## src/rtl/vsid_scr_pkg.sv

```systemverilog
package vsid_scr_pkg;

    localparam int CTX_W     = 19;
    localparam int EA_W      = 64;
    localparam int VA_FULL   = 68;
    localparam int VA_RED    = 65;
    localparam int SH_SMALL  = 28;
    localparam int SH_LARGE  = 40;
    localparam int REGION_W  = 4;
    localparam int MULT_W    = 24;
    localparam int PROTO_W   = VA_FULL - SH_SMALL;
    localparam int PROD_W    = PROTO_W + MULT_W;
    localparam int NW        = $clog2(PROTO_W + 1);

    localparam logic [MULT_W-1:0] MULT = 24'd12538073;

    typedef enum logic {
        SEG_256M = 1'b0,
        SEG_1T   = 1'b1
    } seg_e;

    // Per-request control that travels beside the datapath
    typedef struct packed {
        logic [NW-1:0] n;       // reduction width
        logic          oor;     // address out of range
        logic          nz;      // proto identifier nonzero
    } side_t;

    function automatic int seg_shift(seg_e s);
        return (s == SEG_1T) ? SH_LARGE : SH_SMALL;
    endfunction

    function automatic int esid_width(seg_e s);
        return VA_FULL - seg_shift(s) - CTX_W;
    endfunction

    function automatic logic [NW-1:0] id_width(seg_e s, logic reduced);
        int top;
        top = reduced ? VA_RED : VA_FULL;
        return NW'(top - seg_shift(s));
    endfunction

endpackage

```

## src/rtl/vsid_proto_gen.sv

```systemverilog
module vsid_proto_gen
    import vsid_scr_pkg::*;
(
    input  logic [CTX_W-1:0]   ctx_i,
    input  logic [EA_W-1:0]    ea_i,
    input  logic               seg_1t_i,
    input  logic               va65_i,
    input  logic [EA_W-1:0]    limit_i,
    output logic [PROTO_W-1:0] proto_o,
    output side_t              side_o
);
    seg_e               seg;
    logic [NW-1:0]      sh;
    logic [NW-1:0]      ew;
    logic [PROTO_W-1:0] esid_mask;
    logic [PROTO_W-1:0] ea_seg;
    logic [EA_W-1:0]    ea_masked;

    assign seg = seg_e'(seg_1t_i);

    always_comb begin
        sh        = NW'(seg_shift(seg));
        ew        = NW'(esid_width(seg));
        esid_mask = (PROTO_W'(1) << ew) - PROTO_W'(1);
        ea_seg    = PROTO_W'(ea_i >> sh);
        proto_o   = (PROTO_W'(ctx_i) << ew) | (ea_seg & esid_mask);
        ea_masked = ea_i & {{REGION_W{1'b0}}, {(EA_W-REGION_W){1'b1}}};
        side_o.n   = id_width(seg, va65_i);
        side_o.oor = (ea_masked >= limit_i);
        side_o.nz  = |proto_o;
    end
endmodule

```

## src/rtl/vsid_mul_pipe.sv

```systemverilog
module vsid_mul_pipe
    import vsid_scr_pkg::*;
#(
    parameter int SLICES = 2
) (
    input  logic               clk,
    input  logic               rst,
    input  logic               en,
    input  logic               v_i,
    input  logic [PROTO_W-1:0] a_i,
    input  side_t              side_i,
    output logic               v_o,
    output logic [PROD_W-1:0]  prod_o,
    output side_t              side_o
);
    localparam int SW   = (PROTO_W + SLICES - 1) / SLICES;
    localparam int PADW = SW * SLICES;
    localparam int PPW  = SW + MULT_W;

    logic [PADW-1:0]  a_pad;
    logic [PPW-1:0]   pp_q [SLICES];
    logic             v1_q;
    side_t            s1_q;
    logic [PROD_W-1:0] sum;

    assign a_pad = PADW'(a_i);

    // Stage 1: one partial product per slice of the proto identifier
    for (genvar g = 0; g < SLICES; g++) begin : g_slice
        always_ff @(posedge clk) begin
            if (rst)
                pp_q[g] <= '0;
            else if (en)
                pp_q[g] <= PPW'(a_pad[g*SW +: SW]) * PPW'(MULT);
        end
    end

    always_ff @(posedge clk) begin
        if (rst) begin
            v1_q <= 1'b0;
            s1_q <= '0;
        end else if (en) begin
            v1_q <= v_i;
            s1_q <= side_i;
        end
    end

    // Stage 2: weighted sum of the partial products
    always_comb begin
        sum = '0;
        for (int i = 0; i < SLICES; i++)
            sum = sum + (PROD_W'(pp_q[i]) << (i * SW));
    end

    always_ff @(posedge clk) begin
        if (rst) begin
            v_o    <= 1'b0;
            prod_o <= '0;
            side_o <= '0;
        end else if (en) begin
            v_o    <= v1_q;
            prod_o <= sum;
            side_o <= s1_q;
        end
    end
endmodule

```

## src/rtl/vsid_fold_reduce.sv

```systemverilog
module vsid_fold_reduce
    import vsid_scr_pkg::*;
(
    input  logic [PROD_W-1:0]  prod_i,
    input  logic [NW-1:0]      n_i,
    output logic [PROTO_W-1:0] res_o
);
    localparam int XW = PROD_W + 1;

    logic [XW-1:0] mask;
    logic [XW-1:0] x;
    logic [XW-1:0] t;

    always_comb begin
        mask  = (XW'(1) << n_i) - XW'(1);
        x     = XW'(prod_i >> n_i) + (XW'(prod_i) & mask);
        t     = x + ((x + XW'(1)) >> n_i);
        res_o = PROTO_W'(t & mask);
    end
endmodule

```

## src/rtl/vsid_scrambler.sv

```systemverilog
module vsid_scrambler
    import vsid_scr_pkg::*;
#(
    parameter int MUL_SLICES = 2
) (
    input  logic               clk,
    input  logic               rst,
    input  logic               in_valid,
    output logic               in_ready,
    input  logic [CTX_W-1:0]   ctx_i,
    input  logic [EA_W-1:0]    ea_i,
    input  logic               seg_1t_i,
    input  logic               va65_i,
    input  logic [EA_W-1:0]    limit_i,
    output logic               out_valid,
    input  logic               out_ready,
    output logic [PROTO_W-1:0] vsid_o,
    output logic               zero_flag_o
);
    logic               adv;
    logic [PROTO_W-1:0] proto;
    side_t              side_in;
    logic               mv;
    logic [PROD_W-1:0]  prod;
    side_t              mside;
    logic [PROTO_W-1:0] folded;

    // Whole pipeline moves when the output slot is free or being emptied
    assign adv      = !out_valid || out_ready;
    assign in_ready = adv;

    vsid_proto_gen u_proto (
        .ctx_i    (ctx_i),
        .ea_i     (ea_i),
        .seg_1t_i (seg_1t_i),
        .va65_i   (va65_i),
        .limit_i  (limit_i),
        .proto_o  (proto),
        .side_o   (side_in)
    );

    vsid_mul_pipe #(.SLICES(MUL_SLICES)) u_mul (
        .clk    (clk),
        .rst    (rst),
        .en     (adv),
        .v_i    (in_valid),
        .a_i    (proto),
        .side_i (side_in),
        .v_o    (mv),
        .prod_o (prod),
        .side_o (mside)
    );

    vsid_fold_reduce u_fold (
        .prod_i (prod),
        .n_i    (mside.n),
        .res_o  (folded)
    );

    always_ff @(posedge clk) begin
        if (rst) begin
            out_valid   <= 1'b0;
            vsid_o      <= '0;
            zero_flag_o <= 1'b0;
        end else if (adv) begin
            out_valid   <= mv;
            vsid_o      <= mside.oor ? '0 : folded;
            zero_flag_o <= mv && !mside.oor && mside.nz && (folded == '0);
        end
    end
endmodule

```

## config.mk

```make
export PLATFORM = sky130hd
export DESIGN_NAME = vsid_scrambler
export DESIGN_NICKNAME = d
export VERILOG_FILES = /design/src/rtl/vsid_scr_pkg.sv /design/src/rtl/vsid_proto_gen.sv /design/src/rtl/vsid_mul_pipe.sv /design/src/rtl/vsid_fold_reduce.sv /design/src/rtl/vsid_scrambler.sv
export SDC_FILE = /design/constraint.sdc
export NUM_CORES = 2
export LEC_CHECK = 0
export BUFFER_PORTS_ARGS = -buffer_cell sky130_fd_sc_hd__buf_4
export CAP_MARGIN = 10
export CORE_MARGIN = 2
export CORE_UTILIZATION = 40
export CTS_CLUSTER_SIZE = 20
export DETAILED_ROUTE_END_ITERATION = 7
export HOLD_SLACK_MARGIN = 0.03
export PLACE_DENSITY = 0.61
export SYNTH_ARGS = -nofsm -noshare
export SYNTH_HDL_FRONTEND = slang
export SYNTH_SLANG_ARGS = --single-unit
```

## constraint.sdc

```tcl
create_clock -name clk -period 13 [get_ports clk]
set_input_delay 0.65 -clock clk [delete_from_list [all_inputs] [get_ports clk]]
set_output_delay 0.65 -clock clk [all_outputs]
set_load 0.02 [all_outputs]
```

==> results.json <==
{
  "run_status": "finished, final reports clean",
  "cap_violations": 0,
  "yosysWarnings": 0,
  "crit_type": "reg2reg",
  "dr.max_layer_used": "met4",
  "fin_ws_ns": 0.684,
  "final_cell_mix": "inv_1 (655), ha_1 (623), nand2_1 (481), buf_4 (475), nor2_1 (407)",
  "synthArstFlopShare_pct": 0,
  "synth_fp_nets": 6293,
  "grt_max_degree": 113,
  "core_mm2": 0.107,
  "cp_common_cell": "buf_4",
  "synth_edf_count": 88,
  "drv_slew": 0,
  "r2r_start": "u_mul.side_o[6]",
  "syn_area_mm2": 0.0430,
  "ios": 196,
  "fmaxAchievable_ghz": 0.0812,
  "first_global_vias": 38400,
  "antenna_found_initial": 0,
  "fin_skew_ns": 0.0238,
  "min-delay-start": "in_valid",
  "r2r_end": "zero_flag_o",
  "crit_arrival_ns": 12.81,
  "holdPathStages": 3,
  "fp.dieArea_mm2": 0.110,
  "drive_gt1_share_pct": 12.9,
  "diodes": 0,
  "grt_pass1_wl_um": 226000,
  "place_congestion": 1.05,
  "period_minus_slack_ns": 12.32,
  "post_drt_wl_per_cell_um": 21.2,
  "wl_met2_um": 67000,
  "final_common_cell": "inv_1",
  "hpwl_um": 124000,
  "numPortBuffers": 191,
  "dr_total_vias": 38900,
  "placementRows": 120,
  "critical-path-top-delay-family": "compound AO/OA/AOI/OAI gates",
  "critPathMaxFanout": 30,
  "numClockSinks": 210,
  "synth_cell_type_count": 115,
  "rsz0062_at_grt": "no",
  "syn_area_per_cell_um2": 8.33,
  "end_kind": "flip-flop",
  "grtUsageTotal_pct": 26.1,
  "die_w_um": 332,
  "overflow": 0,
  "clock_latency_ns": 0.56,
  "nets": 6596,
  "hold_viol_final": 0,
  "hold_class": "in2reg",
  "cts_made_buffers": 23,
  "fill_cells": 10800,
  "synth_cells": 5161,
  "placed_cells": 6842,
  "crit_required_ns": 13.50,
  "ys_seq_area_share_pct": 11.8,
  "min_to": "u_mul.v1_q",
  "final_cells": 6884,
  "worst-path-buf-inv": 8,
  "wl_um": 146000,
  "slowest_stage": "mux4_2",
  "clk_path_buf_depth": 3,
  "reg2regPathDepth": 49,
  "via_per_inst": 5.65,
  "finalSetupViolations": 0,
  "synth-seq-cells": 210,
  "drc": 0,
  "antenna_left": 0,
  "clk_pin_slew_ns": 0.06,
  "cpPeakStageDelay_ns": 0.57,
  "postCtsHoldBufs": 0,
  "first_pass_iters": 7,
  "post-route-period-util_pct": 94.7,
  "cts_tree": "built",
  "start_kind": "flip-flop",
  "dr_wl_met3_um": 8360,
  "htreeDepth": 1,
  "reg2reg_slack_ns": 0.68,
  "drt_iter0_markers": 2925,
  "floorplan.initialDensity_pct": 40.2,
  "wl_met1_um": 63000,
  "place_ws_ns": 0.863,
  "ys.flop_type": "dfxtp_1",
  "cts-root-buf": "clkbuf_16",
  "worst_pin_slew_ns": 1.10,
  "relSlewSlack_pct": 26.4,
  "area_delta_synth_final_pct": 12.8,
  "fp.dieH_um": 332,
  "timing.setup.tns_ns": 0
}
## logic make-up (layout without fill, tap and decap cells)
group	count (synthesis)	in the layout	synth area share, %
and+or+nand+nor	1525	1525	17.0
xor gates and xnor gates	229	229	4.71
DFF	210	210	11.8
AOI/OAI and AO/OA	1135	1135	17.3
adders and majority gates	979	979	34.7
buffers and inverters	865	1185	7.66
muxes	217	217	6.82
other	1	1	0.00872
## cell usage after synthesis (all sizes together) (19+ instances only)
cell,count,share of area (%)
mux4,57,3.0
a211oi,69,1.2
and2,77,1.1
nor3,86,1.0
mux2,34,0.89
xnor2,145,3.0
a31oi,31,0.45
nor4,30,0.53
o21a,51,0.89
and3,53,0.77
nand4,61,0.95
inv,660,5.8
nor2,411,3.6
o31ai,23,0.41
fa,356,17
o22ai,19,0.28
edfxtp,88,6.1
clkbuf,149,1.3
mux2i,126,2.9
nand3,102,1.2
o211ai,38,0.68
a21o,76,1.3
a21oi,352,4.1
nor2b,59,0.88
nand2,481,4.2
dfxtp,122,5.7
ha,623,18
or3,49,0.71
o21bai,28,0.49
buf,53,0.57
o21ai,231,2.7
nand2b,44,0.64
a22o,19,0.41
xor2,84,1.7
or2,22,0.32
## metrics by stage
| stage | instance area [µm²] | hold WS (ns) | util [%] |
|---|---|---|---|
| floorplan | 43000 | 0.432 | - |
| global placement | 47700 | 0.434 | 44.6 |
| detailed placement | 47700 | 0.437 | 44.6 |
| CTS | 48500 | 0.368 | 45.3 |
| global route | 48500 | 0.381 | 45.4 |
| finish | 48500 | 0.388 | 45.4 |
## worst reg2reg max path: cells and delay by family, from the launching register on
family / cells / cell delay (ns)
DFF: 1 / 0.52
and+or+nand+nor: 16 / 3.33
AOI/OAI and AO/OA: 17 / 4.53
adders and majority gates: 3 / 0.91
buffers and inverters: 8 / 1.44
xor gates and xnor gates: 1 / 0.19
muxes: 4 / 1.36
## sequential cells by signal (all words and copies together), names as in the netlist, 7 cells and up
signal / flops
u_mul.pp_q: 88
u_mul.prod_o: 64
vsid_o: 40
u_mul.s1_q: 7
u_mul.side_o: 7
## layout make-up
cell class                 instances  area, µm²  share of cell area, %
clock buffer                      31        657                   1.35
clock inverter                    11        169                  0.348
inverter                         663       2490                   5.14
multi-input combinational       4086      34600                   71.4
sequential                       210       5100                   10.5
tap                             1403       1760                   3.62
timing repair buffer             480       3670                   7.56
## timing repair
item | CTS | global route
setup endpoints to repair | 0 | 1
setup buffers | 0 | 0
gates resized for setup | 0 | 2
## layer usage
layer  vias up  global-route usage (%)
met2      1361                    43.5
met5         -                       0
met1     18600                    34.3
met4         0                    11.9
met3       288                    2.34
li1      18600                       -
## how the worst max path moves through the flow
stage	startpoint	to	slack, ns	cells past startpoint
final	u_mul.side_o[6]	zero_flag_o	0.68	49
after detailed placement	u_mul.side_o[4]	zero_flag_o	0.86	45
after CTS	u_mul.side_o[4]	zero_flag_o	0.78	45
after global placement	u_mul.side_o[4]	zero_flag_o	0.85	45
after global routing	u_mul.side_o[2]	zero_flag_o	0.03	44
after floorplan	u_mul.side_o[2]	zero_flag_o	2.30	49
Power is not shown: default switching activity piles up to over one toggle a cycle in this logic, so the estimate is an artifact.
